`src/rtl/sdm2_pkg.sv`:
```
`timescale 1ns/1ps
package sdm2_pkg;
    // Position of the modulator within one sample period
    typedef enum logic {
        S_FETCH = 1'b0,
        S_RUN   = 1'b1
    } phase_e;
endpackage

```
`src/rtl/sdm2_phase_ctl.sv`:
```
`timescale 1ns/1ps
module sdm2_phase_ctl
    import sdm2_pkg::*;
#(
    parameter int IN_W = 16,
    parameter int OSR  = 8
) (
    input  logic                   clk,
    input  logic                   rst,
    input  logic                   step_en,
    input  logic                   smp_valid,
    input  logic signed [IN_W-1:0] smp_data,
    output logic                   smp_ready,
    output logic signed [IN_W-1:0] x_cur
);
    localparam int CW = (OSR > 1) ? $clog2(OSR) : 1;
    localparam logic [CW-1:0] LAST = CW'(OSR - 1);

    phase_e                 state, state_nx;
    logic [CW-1:0]          step_cnt;
    logic signed [IN_W-1:0] x_hold;
    logic                   take;

    // state register
    always_ff @(posedge clk) begin
        if (rst) begin
            state    <= S_FETCH;
            step_cnt <= '0;
            x_hold   <= '0;
        end else begin
            state <= state_nx;
            if (step_en)
                step_cnt <= (state == S_FETCH) ? CW'(1) : step_cnt + CW'(1);
            if (take)
                x_hold <= smp_data;
        end
    end

    // transitions
    always_comb begin
        state_nx = state;
        unique case (state)
            S_FETCH: if (step_en && OSR > 1)          state_nx = S_RUN;
            S_RUN:   if (step_en && step_cnt == LAST) state_nx = S_FETCH;
        endcase
    end

    // outputs
    always_comb begin
        smp_ready = step_en && (state == S_FETCH);
        take      = smp_ready && smp_valid;
        x_cur     = take ? smp_data : x_hold;
    end

    AST_RUN_NEEDS_PERIOD: assert property (@(posedge clk) disable iff (rst)
        (state == S_RUN && !step_en) |=> (state == S_RUN)) else $error("run left without step");
endmodule

```
`src/rtl/sdm2_integ.sv`:
```
`timescale 1ns/1ps
module sdm2_integ #(
    parameter int ACC_W = 24
) (
    input  logic                    clk,
    input  logic                    rst,
    input  logic                    en,
    input  logic signed [ACC_W-1:0] din,
    input  logic signed [ACC_W-1:0] fb,
    input  logic [ACC_W-2:0]        lim,
    output logic signed [ACC_W-1:0] acc_d,
    output logic                    clamped
);
    localparam int EW = ACC_W + 2;
    localparam logic signed [EW-1:0] NAT_HI = EW'((64'sd1 <<< (ACC_W - 1)) - 64'sd1);
    localparam logic signed [EW-1:0] NAT_LO = -NAT_HI - EW'(1);

    logic signed [ACC_W-1:0] acc_q;
    logic signed [EW-1:0]    sum, hi, lo;

    always_comb begin
        sum = EW'(acc_q) + EW'(din) - EW'(fb);
        if (lim == '0) begin
            hi = NAT_HI;
            lo = NAT_LO;
        end else begin
            hi = $signed({3'b000, lim});
            lo = -hi;
        end
        clamped = (sum > hi) || (sum < lo);
        if (sum > hi)      acc_d = hi[ACC_W-1:0];
        else if (sum < lo) acc_d = lo[ACC_W-1:0];
        else               acc_d = sum[ACC_W-1:0];
    end

    always_ff @(posedge clk) begin
        if (rst)     acc_q <= '0;
        else if (en) acc_q <= acc_d;
    end

    AST_ACC_IN_LIMIT: assert property (@(posedge clk) disable iff (rst)
        (en && lim != '0) |=> (acc_q <= $signed({1'b0, $past(lim)}) &&
                               acc_q >= -$signed({1'b0, $past(lim)}))) else $error("acc outside limit");
endmodule

```
`src/rtl/sdm2_dac.sv`:
```
`timescale 1ns/1ps
module sdm2_dac #(
    parameter int IN_W    = 16,
    parameter int ACC_W   = 24,
    parameter int OSR     = 8,
    parameter int N_STAGE = 2
) (
    input  logic                   clk,
    input  logic                   rst,
    input  logic                   step_en,
    input  logic                   smp_valid,
    input  logic signed [IN_W-1:0] smp_data,
    output logic                   smp_ready,
    input  logic [ACC_W-2:0]       clamp_lim,
    output logic                   bit_out,
    output logic                   sat_pulse
);
    localparam int CW = (OSR > 1) ? $clog2(OSR) : 1;
    localparam logic signed [ACC_W-1:0] REF_P = ACC_W'((64'sd1 <<< (IN_W - 1)) - 64'sd1);
    localparam logic signed [ACC_W-1:0] REF_N = -REF_P;

    logic signed [IN_W-1:0]  x_cur;
    logic signed [ACC_W-1:0] fb;
    logic signed [ACC_W-1:0] st_in [N_STAGE];
    logic signed [ACC_W-1:0] st_d  [N_STAGE];
    logic [N_STAGE-1:0]      st_clamp;

    sdm2_phase_ctl #(.IN_W(IN_W), .OSR(OSR)) u_ctl (
        .clk       (clk),
        .rst       (rst),
        .step_en   (step_en),
        .smp_valid (smp_valid),
        .smp_data  (smp_data),
        .smp_ready (smp_ready),
        .x_cur     (x_cur)
    );

    assign fb = bit_out ? REF_P : REF_N;

    for (genvar g = 0; g < N_STAGE; g++) begin : g_stage
        if (g == 0) begin : g_head
            assign st_in[g] = ACC_W'(x_cur);
        end else begin : g_tail
            assign st_in[g] = st_d[g-1];
        end
        sdm2_integ #(.ACC_W(ACC_W)) u_integ (
            .clk     (clk),
            .rst     (rst),
            .en      (step_en),
            .din     (st_in[g]),
            .fb      (fb),
            .lim     (clamp_lim),
            .acc_d   (st_d[g]),
            .clamped (st_clamp[g])
        );
    end

    always_ff @(posedge clk) begin
        if (rst) begin
            bit_out   <= 1'b0;
            sat_pulse <= 1'b0;
        end else begin
            sat_pulse <= step_en && (|st_clamp);
            if (step_en)
                bit_out <= ~st_d[N_STAGE-1][ACC_W-1];
        end
    end

    // period checker: steps seen since the last accepted fetch slot
    logic [CW-1:0] chk_steps;
    always_ff @(posedge clk) begin
        if (rst)          chk_steps <= CW'(OSR - 1);
        else if (step_en) chk_steps <= smp_ready ? '0 : chk_steps + CW'(1);
    end

    AST_READY_ON_PERIOD: assert property (@(posedge clk) disable iff (rst)
        (step_en && chk_steps == CW'(OSR - 1)) |-> smp_ready) else $error("ready missing");
    AST_READY_ONLY_PERIOD: assert property (@(posedge clk) disable iff (rst)
        smp_ready |-> (step_en && chk_steps == CW'(OSR - 1))) else $error("ready misplaced");
    AST_BIT_HOLD: assert property (@(posedge clk) disable iff (rst)
        !step_en |=> $stable(bit_out)) else $error("bit moved without step");
    AST_SAT_NEEDS_STEP: assert property (@(posedge clk) disable iff (rst)
        !step_en |=> !sat_pulse) else $error("sat pulse without step");
    AST_RESET_CLEAR: assert property (@(posedge clk) disable iff (rst)
        $past(rst) |-> (!bit_out && !sat_pulse)) else $error("reset state");
endmodule

```
`config.mk`:
```
export PLATFORM = sky130hd
export DESIGN_NAME = sdm2_dac
export DESIGN_NICKNAME = d
export VERILOG_FILES = /design/src/rtl/sdm2_pkg.sv /design/src/rtl/sdm2_phase_ctl.sv /design/src/rtl/sdm2_integ.sv /design/src/rtl/sdm2_dac.sv
export SDC_FILE = /design/constraint.sdc
export NUM_CORES = 1
export LEC_CHECK = 0
export BUFFER_PORTS_ARGS = -buffer_cell sky130_fd_sc_hd__buf_2
export CAP_MARGIN = 0
export CORE_UTILIZATION = 42
export CTS_CLUSTER_DIAMETER = 120
export DETAILED_ROUTE_END_ITERATION = 10
export GPL_TIMING_DRIVEN = 1
export SYNTH_ARGS = -nofsm -noshare
export SYNTH_HDL_FRONTEND = slang
export SYNTH_SLANG_ARGS = --single-unit
```
`constraint.sdc`:
```
create_clock -name clk -period 18.4 [get_ports clk]
set_clock_uncertainty 0.2 [all_clocks]
set_input_delay 0.92 -clock clk [delete_from_list [all_inputs] [get_ports clk]]
set_output_delay 0.92 -clock clk [all_outputs]
set_load 0.05 [all_outputs]
```
==> flow_metrics.env, run 1 <==
export IMPL_synth_top_cell_by_area="ha_1"
export IMPL_holdWs_ns=0.269
export IMPL_placed_cells_incl_taps=1573
export IMPL_critPathLaunchType="input pin"
export IMPL_cp_data_arrival_time_ns=13.82
export IMPL_dp_hpwl_mm=25.1
export IMPL_tightest_slew_ns=0.936
export IMPL_r2r_cells=42
export IMPL_cts_sinks=70
export IMPL_drv_slew=0
export IMPL_grt_util_met2_pct=41.7
export IMPL_slowest_stage="or2_1"
export IMPL_required_ns=18.41
export IMPL_yosys_warnings=0
export IMPL_grt_max_degree=50
export IMPL_slew_limit_headroom_pct=37.0
export IMPL_cts_htree_levels=3
export IMPL_core_rowCount=56
export IMPL_cts_made_buffers=9
export IMPL_fin_crit_ns=13.80
export IMPL_cts_tree="yes"
export IMPL_yosys_top_cells_count="149 x ha_1, 108 x nor2_1, 99 x nand2_1"
export IMPL_synth_edff_count=0
export IMPL_dr_pass1_iters=5
export IMPL_critPathTopFamily="compound AO/OA/AOI/OAI gates"
export IMPL_use_met1_pct=34.0
export IMPL_dp_slack_ns=4.51
export IMPL_wire_per_inst_um=19.3
export IMPL_setup_violations=0
export IMPL_stdcell_count=1589
export IMPL_cts_max_path_buffers=2
export IMPL_syn_area_per_cell_um2=8.11
export IMPL_hp_class="reg -> reg"
export IMPL_synth_ff_type="dfxtp_1"
export IMPL_finalHoldViolCount=0
export IMPL_start_util_pct=42.9
export IMPL_portBuffers=45
export IMPL_grt_pass1_vias=8972
export IMPL_crit_buf_inv=5
export IMPL_die_x_um=157
export IMPL_layout_setup_ws_ns=4.60
export IMPL_cts_hold_fix_buffers=0
export IMPL_vias=9359
export IMPL_clk_pin_slew_ns=0.07
export IMPL_postCtsSetupBuffers=0
export IMPL_synth_distinct_cells=85
export IMPL_r2r_end="g_stage[1].u_integ.acc_q[19]"
export IMPL_cp_startpoint="step_en"
export IMPL_use_met3_pct=3.88
export IMPL_crit_cells=44
export IMPL_setup_tns_ns=0
export IMPL_seq_area_frac_synth_pct=13.9
export IMPL_drt_iter0_drc=661
export IMPL_cts_resized_gates=0
export IMPL_pin_count=46
export IMPL_rrSetupSlack_ns=5.59
export IMPL_gp_congestion=0.972
export IMPL_cap_violations=0
export IMPL_cpPeakStageDelay_ns=0.61
export IMPL_synthCells=1246
export IMPL_syn2layout_area_growth_pct=7.76
export IMPL_worstSkewPairLatency_ns=0.35
export IMPL_grt_ovfl_total=0
export IMPL_wl_mm=30.7
export IMPL_avgViaCountPerCell=5.89
export IMPL_track_usage_pct=25.9
export IMPL_grt_pass1_wl_mm=48.7
export IMPL_synth_top_area_share_pct=18.4
export IMPL_ant_nets=0
export IMPL_cp_max_fo=29
export IMPL_final_nets=1505
export IMPL_regArea_um2=1400
export IMPL_cts_root_buf="clkbuf_16"
export IMPL_antenna_cells=0
export IMPL_r2r_start="bit_out"
export IMPL_grt_busiest_layer="met2"
export IMPL_syn_area_um2=10100
export IMPL_fill_cells=2417
export IMPL_synthArstFlopShare_pct=0
export IMPL_fp_dieH_um=157
export IMPL_endpoint="g_stage[1].u_integ.acc_q[19]"
export IMPL_drive_gt1_share_pct=9.06
export IMPL_drc=0
export IMPL_multiInputGateArea_um2=8170
export IMPL_status="completed"
export IMPL_end_kind="flip-flop"
export IMPL_ys_top_cells_by_area="ha_1 18%, dfxtp_1 14%, fa_1 9.5%"
export IMPL_max_freq_mhz=72.4
export IMPL_core_um2=23500
export IMPL_antenna_found_initial=0
export IMPL_crit_type="in -> reg"
export IMPL_rsz0062_at_grt="false"
export IMPL_die_area_um2=24700
export IMPL_yosysMostFrequentCell="ha_1"
export IMPL_fin_crit_sh_pct=75.0
export IMPL_ys_ff_latch=70
## cell type report
| class | instances | area share, % |
|---|---|---|
| sequential | 70 | 12.9 |
| timing repair buffer | 56 | 2.82 |
| tap | 319 | 3.66 |
| inverter | 92 | 3.18 |
| clock buffer | 10 | 2.10 |
| multi-input combinational | 1036 | 74.9 |
| clock inverter | 6 | 0.425 |
## registers in the layout, indices dropped and copies added (netlist names)
signal	flops
u_ctl.state	1
g_stage.u_integ.acc_q	48
u_ctl.step_cnt	3
sat_pulse	1
u_ctl.x_hold	16
bit_out	1
## kinds of logic (layout without fill, tap and decap cells)
kind of cell | after synthesis | count (layout) | synth area share [%]
adder cells (fa/ha/maj) | 197 | 197 | 27.9
flip-flops | 70 | 70 | 13.9
other | 1 | 2 | 0.0371
XOR/XNOR | 55 | 55 | 4.76
AO/OA/AOI/OAI | 338 | 338 | 23.1
multiplexers | 44 | 44 | 4.91
buffers and inverters | 141 | 164 | 5.66
AND/OR/NAND/NOR | 400 | 400 | 19.8
## layout by cell type, fill, tap and decap left out, types with 11 or more instances in the layout
cell type / Yosys / routed
ha_1: 149 / 149
nor2_1: 108 / 108
nand2_1: 99 / 99
inv_1: 91 / 90
a21oi_1: 79 / 79
dfxtp_1: 70 / 70
fa_1: 48 / 48
o21ai_0: 47 / 47
buf_2: 10 / 45
xnor2_1: 37 / 37
a21o_1: 36 / 36
nand3_1: 31 / 31
and2_1: 29 / 29
nor3_1: 29 / 29
o211ai_1: 28 / 28
a211oi_1: 22 / 22
nand4_1: 22 / 22
o21a_1: 19 / 19
xor2_1: 18 / 18
nand2b_1: 16 / 16
mux2_2: 16 / 16
nor2b_1: 15 / 15
mux2i_1: 14 / 14
a31oi_1: 13 / 13
o32ai_1: 12 / 12
mux2_1: 11 / 11
buf_4: 2 / 11
## tightest hold or removal path: cells and delay by family, from the launching register on
kind            cells  cell delay, ns
compound gates      1            0.05
flops               1            0.31
simple gates        1            0.06
## through the flow
step | cell area (um2) | utilization, %
after detailed placement | 10600 | 45.1
after floorplan | 10100 | -
after global routing | 10900 | 46.3
after CTS | 10900 | 46.3
final | 10900 | 46.3
after global placement | 10600 | 45.1
## how the worst min path moves through the flow
stage	from	end	slack, ns	cells after the start
floorplan	g_stage[1].u_integ.acc_q[20]	g_stage[1].u_integ.acc_q[20]	0.23	2
global placement	u_ctl.step_cnt[1]	u_ctl.step_cnt[1]	0.26	2
detailed placement	u_ctl.step_cnt[1]	u_ctl.step_cnt[1]	0.26	2
CTS	u_ctl.step_cnt[1]	u_ctl.step_cnt[1]	0.27	2
global route	u_ctl.step_cnt[2]	u_ctl.step_cnt[2]	0.30	2
finish	u_ctl.step_cnt[1]	u_ctl.step_cnt[1]	0.27	2
## per-layer routing
| metal | part of all wire (%) | vias to the layer above |
|---|---|---|
| met4 | 4.6 | 0 |
| met3 | 5.2 | 71 |
| met2 | 45 | 276 |
| met5 | 0 | - |
| li1 | - | 4583 |
| met1 | 45 | 4429 |
Power of run 1 is not shown: default switching activity piles up to over one toggle a cycle in this logic, so the estimate is an artifact.
==> run 2, diff against run 1 <==
Clock period 18.4 ns to 13.17 ns, I/O delays scaled along.
==> flow_metrics.env, run 2 (synthesis results as in run 1) <==
export IMPL_grt_pass1_wl_mm=49.5
export IMPL_largest_reg_flops=48
export IMPL_cts_htree_levels=3
export IMPL_wire_per_inst_um=19.5
export IMPL_final_cell_mix="149 x ha_1, 108 x nor2_1, 99 x nand2_1"
export IMPL_gp_congestion=0.969
export IMPL_fill_cells=2430
export IMPL_hp_start="g_stage[1].u_integ.acc_q[19]"
export IMPL_die_area_um2=24700
export IMPL_fin_crit_sh_pct=94.5
export IMPL_top_regs="g_stage.u_integ.acc_q: 48 flops, u_ctl.x_hold: 16 flops, u_ctl.step_cnt: 3 flops"
export IMPL_clk_pin_slew_ns=0.06
export IMPL_antenna_cells=0
export IMPL_cp_max_fo=33
export IMPL_fin_crit_ns=12.45
export IMPL_die_x_um=157
export IMPL_antenna_found_initial=0
export IMPL_avgViaCountPerCell=5.90
export IMPL_required_ns=13.18
export IMPL_endpoint="bit_out"
export IMPL_hp_class="reg -> reg"
export IMPL_syn2layout_area_growth_pct=8.93
export IMPL_portBuffers=45
export IMPL_r2r_cells=40
export IMPL_cap_violations=0
export IMPL_regMostFlops="g_stage.u_integ.acc_q"
export IMPL_start_util_pct=42.9
export IMPL_wl_mm=31.2
export IMPL_cts_made_buffers=9
export IMPL_setup_violations=0
export IMPL_rrSetupSlack_ns=1.00
export IMPL_core_um2=23500
export IMPL_pin_count=46
export IMPL_ant_nets=0
export IMPL_slew_limit_headroom_pct=42.5
export IMPL_fp_dieH_um=157
export IMPL_cts_max_path_buffers=2
export IMPL_setup_tns_ns=0
export IMPL_r2r_start="u_ctl.state"
export IMPL_drc=0
export IMPL_cts_sinks=70
export IMPL_placed_area_um2=10700
export IMPL_worstSkewPairLatency_ns=0.36
export IMPL_grt_max_degree=34
export IMPL_cts_root_buf="clkbuf_16"
export IMPL_final_common_cell="ha_1"
export IMPL_vias=9433
export IMPL_cpPeakStageDelay_ns=0.52
export IMPL_critPathLaunchType="input pin"
export IMPL_status="completed"
export IMPL_finalHoldViolCount=0
export IMPL_core_rowCount=56
export IMPL_r2r_end="bit_out"
export IMPL_crit_cells=42
export IMPL_rsz0062_at_grt="false"
export IMPL_cp_startpoint="step_en"
export IMPL_drive_gt1_share_pct=9.85
export IMPL_tightest_slew_ns=0.862
export IMPL_crit_buf_inv=6
export IMPL_slowest_stage="fa_1"
export IMPL_cp_data_arrival_time_ns=12.46
export IMPL_drt_iter0_drc=749
export IMPL_end_kind="flip-flop"
export IMPL_dp_hpwl_mm=25.2
export IMPL_postCtsSetupBuffers=0
export IMPL_track_usage_pct=26.3
export IMPL_design_area_um2=11000
export IMPL_dr_pass1_iters=6
export IMPL_final_nets=1514
export IMPL_grt_pass1_vias=8956
export IMPL_max_freq_mhz=80.3
export IMPL_drv_slew=0
export IMPL_grt_ovfl_total=0
export IMPL_cts_tree="yes"
export IMPL_critPathTopFamily="simple AND/OR/NAND/NOR gates"
export IMPL_crit_type="in -> reg"
run 2: layout make-up:
class	instances	area [um2]	share of cell area [%]
Clock buffer	9	225	2.04
Clock inverter	7	80.1	0.727
Inverter	92	347	3.15
Multi-Input combinational cell	1037	8190	74.4
Sequential cell	70	1400	12.7
Tap cell	319	399	3.62
Timing Repair Buffer	64	368	3.34
run 2: worst min path at each step:
stage,endpoint,depth (start not counted)
detailed placement,g_stage[1].u_integ.acc_q[19],2
finish,g_stage[1].u_integ.acc_q[19],2
CTS,g_stage[1].u_integ.acc_q[19],2
global route,g_stage[0].u_integ.acc_q[22],1
global placement,u_ctl.step_cnt[1],2
floorplan,g_stage[1].u_integ.acc_q[20],2
run 2: stage by stage:
stage	util, %	hold slack, ns	std cells	setup slack (ns)
after floorplan	-	0.233	1247	1.46
after global placement	45.4	0.253	1581	0.420
after detailed placement	45.4	0.261	1581	0.375
after CTS	46.7	0.275	1597	0.625
after global routing	46.8	0.290	1598	0.0870
final	46.8	0.268	1598	0.720
run 2: worst min-delay path, stage by stage, from the launching register on:
cell and delay [ns]:
dfxtp_1 0.33, nand2_1 0.05, o221ai_1 0.06
run 2: per-layer routing:
| metal | share of wire (%) | global-route usage [%] | vias up | routed length (um) |
|---|---|---|---|---|
| li1 | - | - | 4617 | - |
| met2 | 45 | 42.8 | 310 | 14000 |
| met3 | 6.2 | 3.69 | 68 | 1940 |
| met1 | 45 | 35.1 | 4438 | 14100 |
| met5 | 0 | 0 | - | 0 |
| met4 | 3.6 | 10.0 | 0 | 1130 |
run 2: what timing repair did:
action,CTS,global route
hold buffers,0,0
gates resized for setup,0,2
setup endpoints to repair,0,22
Power of run 2 is left out for the same reason.
